<file path="src/rtl/fsr_pkg.sv">
package fsr_pkg;
    localparam int FSR_W   = 38;
    localparam int NEXC    = 5;
    localparam int CEXC_LO = 0;
    localparam int AEXC_LO = CEXC_LO + NEXC;
    localparam int CC0_LO  = 10;
    localparam int FTT_LO  = 14;
    localparam int FTT_W   = 3;
    localparam int TEM_LO  = 23;
    localparam int RD_LO   = 30;
    localparam int CCX_LO  = 32;
    localparam int NCC     = 4;
    localparam int CC_W    = 2;
    localparam int INV_BIT = NEXC - 1;

    localparam logic [FSR_W-1:0] LD_MASK_DEF = 38'h3F_CF80_0FFF;
    localparam logic [FTT_W-1:0] FTT_IEEE    = 3'b001;

    typedef enum logic [1:0] {
        REL_EQ = 2'b00,
        REL_LT = 2'b01,
        REL_GT = 2'b10,
        REL_UN = 2'b11
    } rel_e;

    typedef enum logic [3:0] {
        RM_NEAR = 4'b0001,
        RM_ZERO = 4'b0010,
        RM_UP   = 4'b0100,
        RM_DOWN = 4'b1000
    } rmode_e;

    function automatic int cc_lo(input int k);
        return (k == 0) ? CC0_LO : CCX_LO + CC_W * (k - 1);
    endfunction
endpackage

</file>
<file path="src/rtl/fsr_exc_merge.sv">
module fsr_exc_merge
    import fsr_pkg::*;
(
    input  logic [FSR_W-1:0] cur,
    input  logic [NEXC-1:0]  flags,
    output logic [FSR_W-1:0] nxt,
    output logic             trap
);
    logic [NEXC-1:0] merged;

    always_comb begin
        nxt    = cur;
        trap   = 1'b0;
        merged = cur[CEXC_LO +: NEXC] | flags;
        if (|flags) begin
            nxt[CEXC_LO +: NEXC] = merged;
            if (|(merged & cur[TEM_LO +: NEXC])) begin
                trap = 1'b1;
                nxt[FTT_LO +: FTT_W] = cur[FTT_LO +: FTT_W] | FTT_IEEE;
            end else begin
                nxt[AEXC_LO +: NEXC] = cur[AEXC_LO +: NEXC] | merged;
            end
        end
    end
endmodule

</file>
<file path="src/rtl/fsr_cc_write.sv">
module fsr_cc_write
    import fsr_pkg::*;
(
    input  logic [FSR_W-1:0] cur,
    input  logic             en,
    input  logic [1:0]       sel,
    input  rel_e             rel,
    output logic [FSR_W-1:0] nxt
);
    always_comb begin
        nxt = cur;
        for (int k = 0; k < NCC; k++) begin
            if (en && (sel == 2'(k))) begin
                nxt[cc_lo(k) +: CC_W] = rel;
            end
        end
    end
endmodule

</file>
<file path="src/rtl/fsr_round_decode.sv">
module fsr_round_decode
    import fsr_pkg::*;
(
    input  logic [1:0] rd,
    output rmode_e     rm
);
    always_comb begin
        unique case (rd)
            2'b00:   rm = RM_NEAR;
            2'b01:   rm = RM_ZERO;
            2'b10:   rm = RM_UP;
            2'b11:   rm = RM_DOWN;
            default: rm = RM_ZERO;
        endcase
    end
endmodule

</file>
<file path="src/rtl/fsr_update_unit.sv">
module fsr_update_unit
    import fsr_pkg::*;
#(
    parameter logic [FSR_W-1:0] LOAD_MASK = LD_MASK_DEF
) (
    input  logic             clk,
    input  logic             rst,
    input  logic             res_valid,
    input  logic [NEXC-1:0]  exc_flags,
    input  logic             cmp_valid,
    input  logic             cmp_signaling,
    input  logic [1:0]       cmp_rel,
    input  logic [1:0]       cmp_field,
    input  logic             ld_valid,
    input  logic [FSR_W-1:0] ld_data,
    output logic [FSR_W-1:0] fsr_q,
    output logic             trap_pulse,
    output logic [3:0]       round_mode
);
    rel_e             rel;
    logic [NEXC-1:0]  cmp_inv;
    logic [NEXC-1:0]  flags_in;
    logic [FSR_W-1:0] after_exc;
    logic [FSR_W-1:0] after_cc;
    logic [FSR_W-1:0] ld_next;
    logic             trap_c;
    rmode_e           rm;

    assign rel      = rel_e'(cmp_rel);
    assign cmp_inv  = (cmp_valid && cmp_signaling && rel == REL_UN)
                      ? NEXC'(1 << INV_BIT) : '0;
    assign flags_in = (res_valid ? exc_flags : '0) | cmp_inv;
    assign ld_next  = (ld_data & LOAD_MASK) | (fsr_q & ~LOAD_MASK);

    fsr_exc_merge u_merge (
        .cur   (fsr_q),
        .flags (flags_in),
        .nxt   (after_exc),
        .trap  (trap_c)
    );

    fsr_cc_write u_cc (
        .cur (after_exc),
        .en  (cmp_valid),
        .sel (cmp_field),
        .rel (rel),
        .nxt (after_cc)
    );

    always_ff @(posedge clk) begin
        if (rst) begin
            fsr_q      <= '0;
            trap_pulse <= 1'b0;
        end else if (ld_valid) begin
            fsr_q      <= ld_next;
            trap_pulse <= 1'b0;
        end else begin
            fsr_q      <= after_cc;
            trap_pulse <= trap_c;
        end
    end

    fsr_round_decode u_rd (
        .rd (fsr_q[RD_LO +: 2]),
        .rm (rm)
    );

    assign round_mode = rm;
endmodule

</file>
<file path="config.mk">
export PLATFORM = sky130hd
export DESIGN_NAME = fsr_update_unit
export DESIGN_NICKNAME = d
export VERILOG_FILES = /design/src/rtl/fsr_pkg.sv /design/src/rtl/fsr_exc_merge.sv /design/src/rtl/fsr_cc_write.sv /design/src/rtl/fsr_round_decode.sv /design/src/rtl/fsr_update_unit.sv
export SDC_FILE = /design/constraint.sdc
export NUM_CORES = 1
export LEC_CHECK = 0
export ABC_CLOCK_PERIOD_IN_PS = 1600
export CAP_MARGIN = 15
export CORE_ASPECT_RATIO = 0.9
export CORE_MARGIN = 2
export CORE_UTILIZATION = 50
export CTS_CLUSTER_SIZE = 24
export DETAILED_ROUTE_END_ITERATION = 8
export DONT_BUFFER_PORTS = 1
export PLACE_DENSITY = 0.71
export SLEW_MARGIN = 20
export SYNTH_ARGS = -nofsm -noshare
export SYNTH_HDL_FRONTEND = slang
export SYNTH_SLANG_ARGS = --single-unit
</file>
<file path="constraint.sdc">
create_clock -name clk -period 1.6 [get_ports clk]
set_input_delay 0.4 -clock clk [delete_from_list [all_inputs] [get_ports clk]]
set_output_delay 0.4 -clock clk [all_outputs]
set_load 0.01 [all_outputs]
</file>
## After elaboration in Yosys (flattened, before gate mapping)

Index checks and enable logic that the tools add are counted.

| word-level totals | value |
|---|---|
| register bits | 39 |
| input port bits | 53 |
| output and inout bits | 43 |
| logic and storage cells | 56 |

| cells by class | value |
|---|---|
| eq/ne operators | 8 |
| mux-type cells | 13 |
| bitwise operators | 6 |
| reduce and logical (&&, ||, !) cells | 19 |

Operators by type and width:

| cell | count |
|---|---|
| $mux 38 | 1 |
| $or 38x30->38 | 1 |
| $pmux 4 s4 | 1 |
| $mux 5 | 3 |
| $or 5x5->5 | 3 |
| $reduce_bool 2->1 | 6 |
| $eq 2x2->1 const B | 5 |
| $mux 10 | 1 |
| $reduce_or 5->1 | 2 |
| $mux 2 | 4 |
| $logic_and 1x1->1 | 6 |
| $and 5x5->5 | 1 |
| $eq 2x1->1 const B | 2 |
| $logic_not 2->1 | 2 |
| $reduce_and 2->1 | 2 |
| $mux 3 | 1 |
| $reduce_or 3->1 | 1 |
| $mux 1 | 2 |
| $ne 2x2->1 const B | 1 |
| $not 1->1 | 1 |

## Depth between registers and ports, before layout

Gate-level depths: netlist of run 1.

| logic depth | value |
|---|---|
| depth in word-level cells | 10 |
| gate-level depth with buffers | 5 |
| mapped depth without buffers | 4 |

## Modules after synthesis

A second synthesis of run 1 with hierarchy kept.

| second synthesis, totals | value |
|---|---|
| cell total of the unflattened synthesis | 239 |
| area total of the unflattened synthesis | 2,233.4 um^2 |

Modules (own cells, without submodules):

| module | instances | cells each | area an instance (um^2) | sequential area each (um^2) |
|---|---|---|---|---|
| fsr_update_unit | 1 | 132 | 1,433.9 | 780.7 |
| fsr_exc_merge | 1 | 61 | 425.4 | 0.0 |
| fsr_cc_write | 1 | 42 | 347.8 | 0.0 |
| fsr_round_decode | 1 | 4 | 26.3 | 0.0 |

## Least setup slack after synthesis of run 1

No wires, ideal clock.

| timing | value |
|---|---|
| path kind | input-to-reg |
| from | in exc_flags[1] |
| to | reg fsr_q[8] |
| library setup time | 121 ps |
| arrival time | 1,143 ps |
| path slack | 336 ps |
| cell stages on the path | 4 |
| path buffers | 0 |
| path through | o41ai_1 > nand3_1 > nand4b_2 > a21oi_1 |

| on the way | value |
|---|---|
| longest elaborated chain between the ends | 7 |
| elaborated cells on any way between the ends | 9 |
| those cells by class | eq/ne (1); mux (1); bitwise (3); reduce/logical (4) |

Ends and longest elaborated chain:

| element | RTL line | text |
|---|---|---|
| from (decl) | fsr_update_unit.sv:9 | `input logic [NEXC-1:0] exc_flags,` |
| $mux 5 * | fsr_update_unit.sv:32 | `assign flags_in = (res_valid ? exc_flags : '0) \| cmp_inv;` |
| $or 5x5->5 * | fsr_update_unit.sv:32 |  |
| $or 5x5->5 | fsr_exc_merge.sv:14 | `merged = cur[CEXC_LO +: NEXC] \| flags;` |
| $and 5x5->5 | fsr_exc_merge.sv:17 | `if (\|(merged & cur[TEM_LO +: NEXC])) begin` |
| $reduce_or 5->1 | fsr_exc_merge.sv:17 |  |
| $ne 2x2->1 (no source line) | n/a |  |
| $reduce_and 2->1 (no source line) * | n/a |  |
| to (signal assigned) | fsr_update_unit.sv:55 | `fsr_q <= ld_next;` |
| to (signal assigned) | fsr_update_unit.sv:58 | `fsr_q <= after_cc;` |
| to (decl) | fsr_update_unit.sv:16 | `output logic [FSR_W-1:0] fsr_q,` |

Mark *: on every way between the ends. The rest lies on a longest branch, timed or not.
A chain may end at the register's enable or synchronous reset.

## Final worst setup path of run 1

| timing | value |
|---|---|
| from | reg fsr_q[30] |
| to | out round_mode[1] |

| on the way | value |
|---|---|
| longest elaborated chain between the ends | 2 |
| elaborated cells on any way between the ends | 5 |
| those cells by class | eq/ne (3); mux (1); reduce/logical (1) |

Ends and longest elaborated chain:

| element | RTL line | text |
|---|---|---|
| $eq 2x2->1, or another cell as far along | fsr_round_decode.sv:8 | `unique case (rd)` |
| $pmux 4 s4 * | fsr_round_decode.sv:8 |  |
| to (decl) | fsr_update_unit.sv:18 | `output logic [3:0] round_mode` |

Marked as above.

==> run metrics, run 1 <==
synthesized-area fraction occupied by and/or/nand/nor cells 0.167; DIE AREA 3150 um2; initial antenna violation count 0; Seq/Total Area, Yosys 0.399; placed insts 177; total CTS buffers 3; # setup viols final 0; Final Max Slew Viols 0; Post-route DRC 5; failing checks design-rule violations; gr ovfl total 0; Final Non-Filler Cells 181; Final Core Density 0.543; Ys Warns 0; routed vias 1023; syn avg cell area 8.81 um2; I/O Buffers 0; Core Box Area 2510 um2; hold path start rst; CTS clk-pin slew, worst paths 0.14 ns; CP max stage delay 0.48 ns; DP Area 1340 um2; outcome finished with violations; PD cells 917 nW/um2; xor/xnor share of the synthesized area 0; P&R area growth vs syn 0.461%; WP buf/inv 0; Worst Path Required 1.20 ns; number of fill cells 257; GRT Util Overall 0.182; design area 1360 um2; IO Count 96; CP Class flip-flop to output port; worst path cell trace nor2b_1; RR Startpoint fsr_q[2]; Hold Violations, Final 0; Cells after Synth 154; Worst Path Arrival 1.08 ns; Final min period 1.48 ns; initial drt markers 36; root buffer cell clkbuf_4; worst-case hold slack 0.120 ns; drt wl/cell 15.6 um; Max Cap Viol 0; Synth Area in Compound Gates 0.151; number of synthesized register bits 27; Netlist Area Pre-Place 1360 um2; CTS tree built; synth unique cells 30; reg2reg setup slack 0.28 ns; sequential cell area 541 um2; Hold Path Stages 1; LEAKAGE 0.593 nW; GPL Wtd Cong 0.943; Setup TNS 0 ns; Final Cycle Share 0.922; # Post-CTS Setup Buffers 0; CP top delay family flip-flops; # diodes 0; Worst R2R Path Depth 4; share of cells above drive strength 1 0.137; first-pass GRT wire length 4.20 mm; Peak supply drop 0.000650 V; largest net degree at the start of global routing 39; Final ANT Viol Nets 0; Worst Path Max Fanout 6; FMAX 678 MHz; Clock Latency Late Sink 0.32 ns; startpoint types flip-flop; layout net count 207; Worst R2R End fsr_q[9]; Initial Util 0.540; H-tree depth 1; Detailed Route WL 2.82 mm; Hold Path Sink fsr_q[9]; Clock Tree Buf Depth 2; Worst Setup End Kind output port; Post-DP HPWL 2.14 mm; adder-cell share of the synthesized area 0; slowest stage cell on the critical path dfxtp_1; num rows 17; post-cts hold buffer count 0; post_cts resized 0; Die X-Extent 58.9 um; router iterations before antenna repair 6; post-synthesis mux area share 0.161; RSZ-0062 raised after global routing false; Clock Sinks 27; Hold Path Class primary input to flip-flop; main combinational cell family by area after synthesis simple AND/OR/NAND/NOR gates; Die Span Y 53.4 um; multi-input logic area 696 um2; Worst Skew 0.00219 ns; vias in the first global route 919; routed vias/inst 5.65
where the power goes:
| group | internal (mW) | switching [mW] |
|---|---|---|
| sequential | 0.721 | 0.0580 |
| combinational | 0.0939 | 0.0890 |
| clock | 0.0938 | 0.195 |
flip-flops by register name, indices dropped and copies added (netlist names):
register	count
fsr_q	26
trap_pulse	1
cell type report:
cell class              instances  share of cell area
clock inverters                 1             0.00367
inverters                      11              0.0303
well taps                      28              0.0257
flip-flops and latches         27               0.397
repair buffers                  3              0.0165
clock buffers                   3              0.0165
multi-input cells             108               0.511
cells by family after synthesis:
family / after synthesis
AO/OA/AOI/OAI: 29
buffers and inverters: 30
flip-flops: 27
multiplexers: 21
other: 1
AND/OR/NAND/NOR: 46
metal layers:
| metal | global-route usage | up-vias | part of all wire |
|---|---|---|---|
| met3 | 0.0807 | 4 | 0.10 |
| met1 | 0.217 | 450 | 0.44 |
| met5 | 0 | - | 0 |
| li1 | - | 507 | - |
| met4 | 0.0682 | 0 | 0.015 |
| met2 | 0.289 | 62 | 0.44 |
metrics by stage:
step,setup WS [ns],power [mW]
after CTS,0.113,1.26
after global placement,0.239,0.970
after detailed placement,0.241,0.978
final,0.124,1.25
after global routing,0.0357,1.32
after floorplan,0.336,0.981
cells in the final DEF (no fill, tap or decap), types with 7 or more instances in the layout:
cell type,instances
conb_1,12
mux2_2,7
inv_1,11
dfxtp_1,27
mux2i_1,14
a21oi_1,17
nor2_1,31
worst max path at each step:
stage                     to         start  cells past startpoint
6_report       round_mode[1]     fsr_q[30]                      1
4_1_cts        round_mode[1]     fsr_q[30]                      1
3_3_place_gp        fsr_q[8]  exc_flags[1]                      4
5_1_grt        round_mode[1]     fsr_q[30]                      1
2_1_floorplan       fsr_q[8]  exc_flags[1]                      4
3_5_place_dp        fsr_q[8]  exc_flags[1]                      4
cell usage after synthesis, drive strengths merged:
cell type,number,area share
nand2,2,0.0055
conb,1,0.0028
nand3b,1,0.0055
and2,1,0.0046
nand4,1,0.0046
nand4b,3,0.024
a21oi,17,0.063
and3b,1,0.0065
buf,16,0.080
nor2b,3,0.014
nor3b,1,0.0092
clkbuf,3,0.0083
nand3,2,0.0074
a21boi,1,0.0055
a221o,4,0.030
a221oi,1,0.011
nor2,31,0.086
o41ai,1,0.0065
o22ai,1,0.0092
dfxtp,27,0.40
mux2,7,0.058
o22a,2,0.015
a22oi,1,0.0055
mux2i,14,0.10
inv,11,0.030
o211ai,1,0.0055
No activity file was read; power rests on OpenSTA's default activity.
==> run 2, diff against run 1 <==
CORE_MARGIN = default   (was 2)
==> run 2 against run 1 <==
Against the previous run: the flow still finishes with violations (design-rule violations); critical path type unchanged; worst hold slack worse by 0.0016 ns; first-iteration DRC count up 28%; cell area is 0.18% higher; non-clock buffer count unchanged.
==> run metrics, run 2 (same netlist as run 1, synthesis figures left out) <==
Worst Skew 0.00549 ns; Detailed Route WL 2.77 mm; first-pass GRT wire length 4.43 mm; Worst Path Required 1.20 ns; Worst Path Arrival 1.07 ns; WP buf/inv 0; startpoint types flip-flop; slowest stage cell on the critical path dfxtp_1; DIE AREA 2930 um2; most frequent cells in the layout nor2_1, dfxtp_1, a21oi_1, mux2i_1, conb_1; met2 wire length 1.33 mm; Die Span Y 51.4 um; CP max stage delay 0.47 ns; router iterations before antenna repair 7; Clock Tree Buf Depth 2; I/O Buffers 0; drt wl/cell 15.3 um; Routed met3 length 255 um; top flop regs fsr_q (26), trap_pulse (1); worst path cell trace nor2b_1; share of cells above drive strength 1 0.137; vias in the first global route 994; Final Cycle Share 0.917; total CTS buffers 3; outcome finished with violations; Largest register FFs 26; Worst Path Max Fanout 6; Die X-Extent 56.9 um; Setup TNS 0 ns; M1 wire length 1.16 mm; post-cts hold buffer count 0; initial antenna violation count 0; GRT Util Overall 0.198; Top Metal Used met4; # diodes 0; IO Count 96; Final ANT Viol Nets 0; gr ovfl total 0; Clock Latency Late Sink 0.33 ns; Max Cap Viol 0; routed vias 1025; # Post-CTS Setup Buffers 0; Worst Setup End Kind output port; Hold Path Class primary input to flip-flop; P&R area growth vs syn 0.646%; layout net count 207; # setup viols final 0; CTS clk-pin slew, worst paths 0.14 ns; DP Area 1340 um2; Post-route DRC 12; Core Box Area 2510 um2; post_cts resized 0; routed vias/inst 5.66; RSZ-0062 raised after global routing false; Clock Sinks 27; Biggest register fsr_q; CP top delay family flip-flops; failing checks design-rule violations; H-tree depth 1; Final min period 1.47 ns; commonest non-fill, non-tap cell in the layout nor2_1; LEAKAGE 0.589 nW; GPL Wtd Cong 0.929; Initial Util 0.540; CTS tree built; Final Max Slew Viols 0; Peak supply drop 0.000499 V; root buffer cell clkbuf_4; initial drt markers 46; PD cells 922 nW/um2; FMAX 682 MHz; Pwr Total 1.26 mW; Hold Violations, Final 0; CP Class flip-flop to output port; largest net degree at the start of global routing 39; num rows 17; design area 1370 um2; Post-DP HPWL 2.10 mm
-- run 2: cell types whose count changed in the layout (fill, tap and decap cells not counted), sizes merged --
cell	change
clkinv	-1
clkinvlp	+1
-- run 2: final cells by class --
class / instances / area [um2]
tap: 28 / 35.0
inverter: 11 / 41.3
clock inverter: 1 / 7.51
sequential: 27 / 541
timing repair buffer: 3 / 22.5
fill: 250 / 1140
multi-input combinational: 108 / 696
clock buffer: 3 / 22.5
-- run 2: where the power goes --
group | internal [mW] | switching (mW)
Combinational | 0.0937 | 0.0912
Sequential | 0.721 | 0.0582
Clock | 0.0957 | 0.199
-- run 2: worst paths after layout --
kind              from  slack [ns]             to  cells past startpoint
max          fsr_q[30]        0.13  round_mode[1]                      1
min                rst        0.12       fsr_q[3]                      1
max reg2reg   fsr_q[2]        0.27       fsr_q[9]                      4
min reg2reg  fsr_q[14]        0.55      fsr_q[14]                      2
-- run 2: per-stage QoR --
step / util / setup slack, ns / std cells / hold WS, ns
6_report: 0.544 / 0.133 / 181 / 0.118
5_1_grt: 0.544 / 0.0386 / 181 / 0.0786
4_1_cts: 0.544 / 0.113 / 181 / 0.103
3_5_place_dp: 0.532 / 0.194 / 177 / 0.475
3_3_place_gp: 0.532 / 0.244 / 177 / 0.469
2_1_floorplan: - / 0.336 / 165 / 0.510
-- run 2: routing by layer --
metal / global-route usage / vias up
met1: 0.230 / 455
met4: 0.0813 / 0
met3: 0.0810 / 4
met5: 0 / -
li1: - / 506
met2: 0.324 / 60
==> run 3, diff against run 2 <==
ABC_CLOCK_PERIOD_IN_PS = 1300   (was 1600)
CORE_MARGIN = 8   (was default)
PLACE_DENSITY = 0.74   (was 0.71)
clock period = 1.3 ns   (was 1.6 ns; I/O delays follow)
==> run 3 against run 2 <==
Against the previous run: critical path type unchanged; count of clock-buffer cells in the layout unchanged; non-clock buffer count increased by 3; combinational power up 33%; the run now ends clean; global-route usage is 5.9 points lower; register-to-register slack lost 0.15 ns.
==> run metrics, run 3 (same netlist as run 1, synthesis figures left out) <==
outcome completed; largest net degree at the start of global routing 39; Largest register FFs 26; Detailed Route WL 3.39 mm; Max Cap Viol 0; commonest non-fill, non-tap cell in the layout nor2_1; Net Sw Frac 0.283; initial drt markers 55; WP buf/inv 0; LEAKAGE 0.610 nW; GRT Util Overall 0.139; I/O Buffers 0; Initial Util 0.510; worst path cell trace nor2b_2; layout net count 210; Worst Path Max Fanout 6; GPL Wtd Cong 0.852; Peak supply drop 0.000642 V; num rows 18; Worst Setup End Kind output port; Pwr Total 1.58 mW; router iterations before antenna repair 4; slowest stage cell on the critical path dfxtp_4; placed insts 181; Core Box Area 2660 um2; Clock Power Share 0.234; CP max stage delay 0.43 ns; startpoint types flip-flop; Final Cycle Share 0.976; CP Class flip-flop to output port; share of cells above drive strength 1 0.205; H-tree depth 1; P&R area growth vs syn 5.17%; # setup viols final 0; Final min period 1.27 ns; vias in the first global route 1067; Worst Path Required 0.98 ns; # Post-CTS Setup Buffers 0; CTS tree built; most frequent cells in the layout nor2_1, dfxtp_1, a21oi_1, mux2i_1, conb_1; sw power 0.446 mW; DIE AREA 4640 um2; CP top delay family flip-flops; Clock Latency Late Sink 0.33 ns; Die Span Y 65.4 um; gr ovfl total 0; # diodes 0; Setup TNS 0 ns; routed vias 1024; Final ANT Viol Nets 0; Clock Sinks 27; routed vias/inst 5.51; Die X-Extent 70.9 um; Worst Skew 0.0179 ns; IO Count 96; RSZ-0062 raised after global routing true; DP Area 1350 um2; first-pass GRT wire length 5.24 mm; part of the power in combinational logic 0.156; total CTS buffers 3; Biggest register fsr_q; top flop regs fsr_q (26), trap_pulse (1); Hold Violations, Final 0; Hold Path Class primary input to flip-flop; number of fill cells 255; Post-DP HPWL 2.65 mm; Worst Path Arrival 0.94 ns; PD cells 1110 nW/um2; initial antenna violation count 0; Final Non-Filler Cells 186; Clock Tree Buf Depth 2; Pint 1.13 mW; FMAX 788 MHz; CTS clk-pin slew, worst paths 0.16 ns; Post-route DRC 0; drt wl/cell 18.2 um; worst-case hold slack 0.0401 ns; design area 1430 um2; root buffer cell clkbuf_4; Final Max Slew Viols 0; Sequential Power Share 0.610
run 3: final cells by class:
| type | count | area [um2] | area share |
|---|---|---|---|
| inverters | 11 | 41.3 | 0.0289 |
| multi-input cells | 108 | 722 | 0.506 |
| clock buffers | 3 | 22.5 | 0.0158 |
| clock inverters | 1 | 7.51 | 0.00526 |
| repair buffers | 6 | 47.5 | 0.0333 |
| flip-flops and latches | 27 | 548 | 0.384 |
| well taps | 30 | 37.5 | 0.0263 |
run 3: path summary, 6_finish.rpt:
path | start | slack [ns] | to | cells past startpoint
max reg2reg | fsr_q[4] | 0.12 | fsr_q[8] | 4
max | fsr_q[31] | 0.03 | round_mode[2] | 1
min reg2reg | fsr_q[14] | 0.55 | fsr_q[14] | 2
min | rst | 0.04 | fsr_q[4] | 1
run 3: stage by stage:
step                      setup WS (ns)   util
after floorplan                   0.111      -
after global placement          -0.0306  0.509
after detailed placement        -0.0359  0.509
after CTS                       0.00120  0.527
after global routing            -0.0348  0.537
final                            0.0312  0.537
run 3: timing repair:
| item | in CTS | in global routing |
|---|---|---|
| endpoints found under the setup margin | 4 | 5 |
| pin swaps | 0 | 0 |
| gates resized for setup | 7 | 5 |
| hold buffers | 0 | 1 |
| hold endpoints to repair | 0 | 3 |
run 3: power by group through the flow:
stage	logic (mW)	clock network [mW]	registers, mW
after floorplan	0.244	0	0.964
after global placement	0.227	0	0.978
after detailed placement	0.235	0	0.982
after CTS	0.238	0.385	0.963
after global routing	0.275	0.421	0.971
final	0.246	0.369	0.962
run 3: layer usage:
metal  vias to the layer above  share of wire  track usage
met5                         -              0            0
met4                         0          0.012       0.0570
met3                         4           0.12       0.0790
met2                        49           0.47        0.225
met1                       464           0.40        0.148
li1                        507              -            -
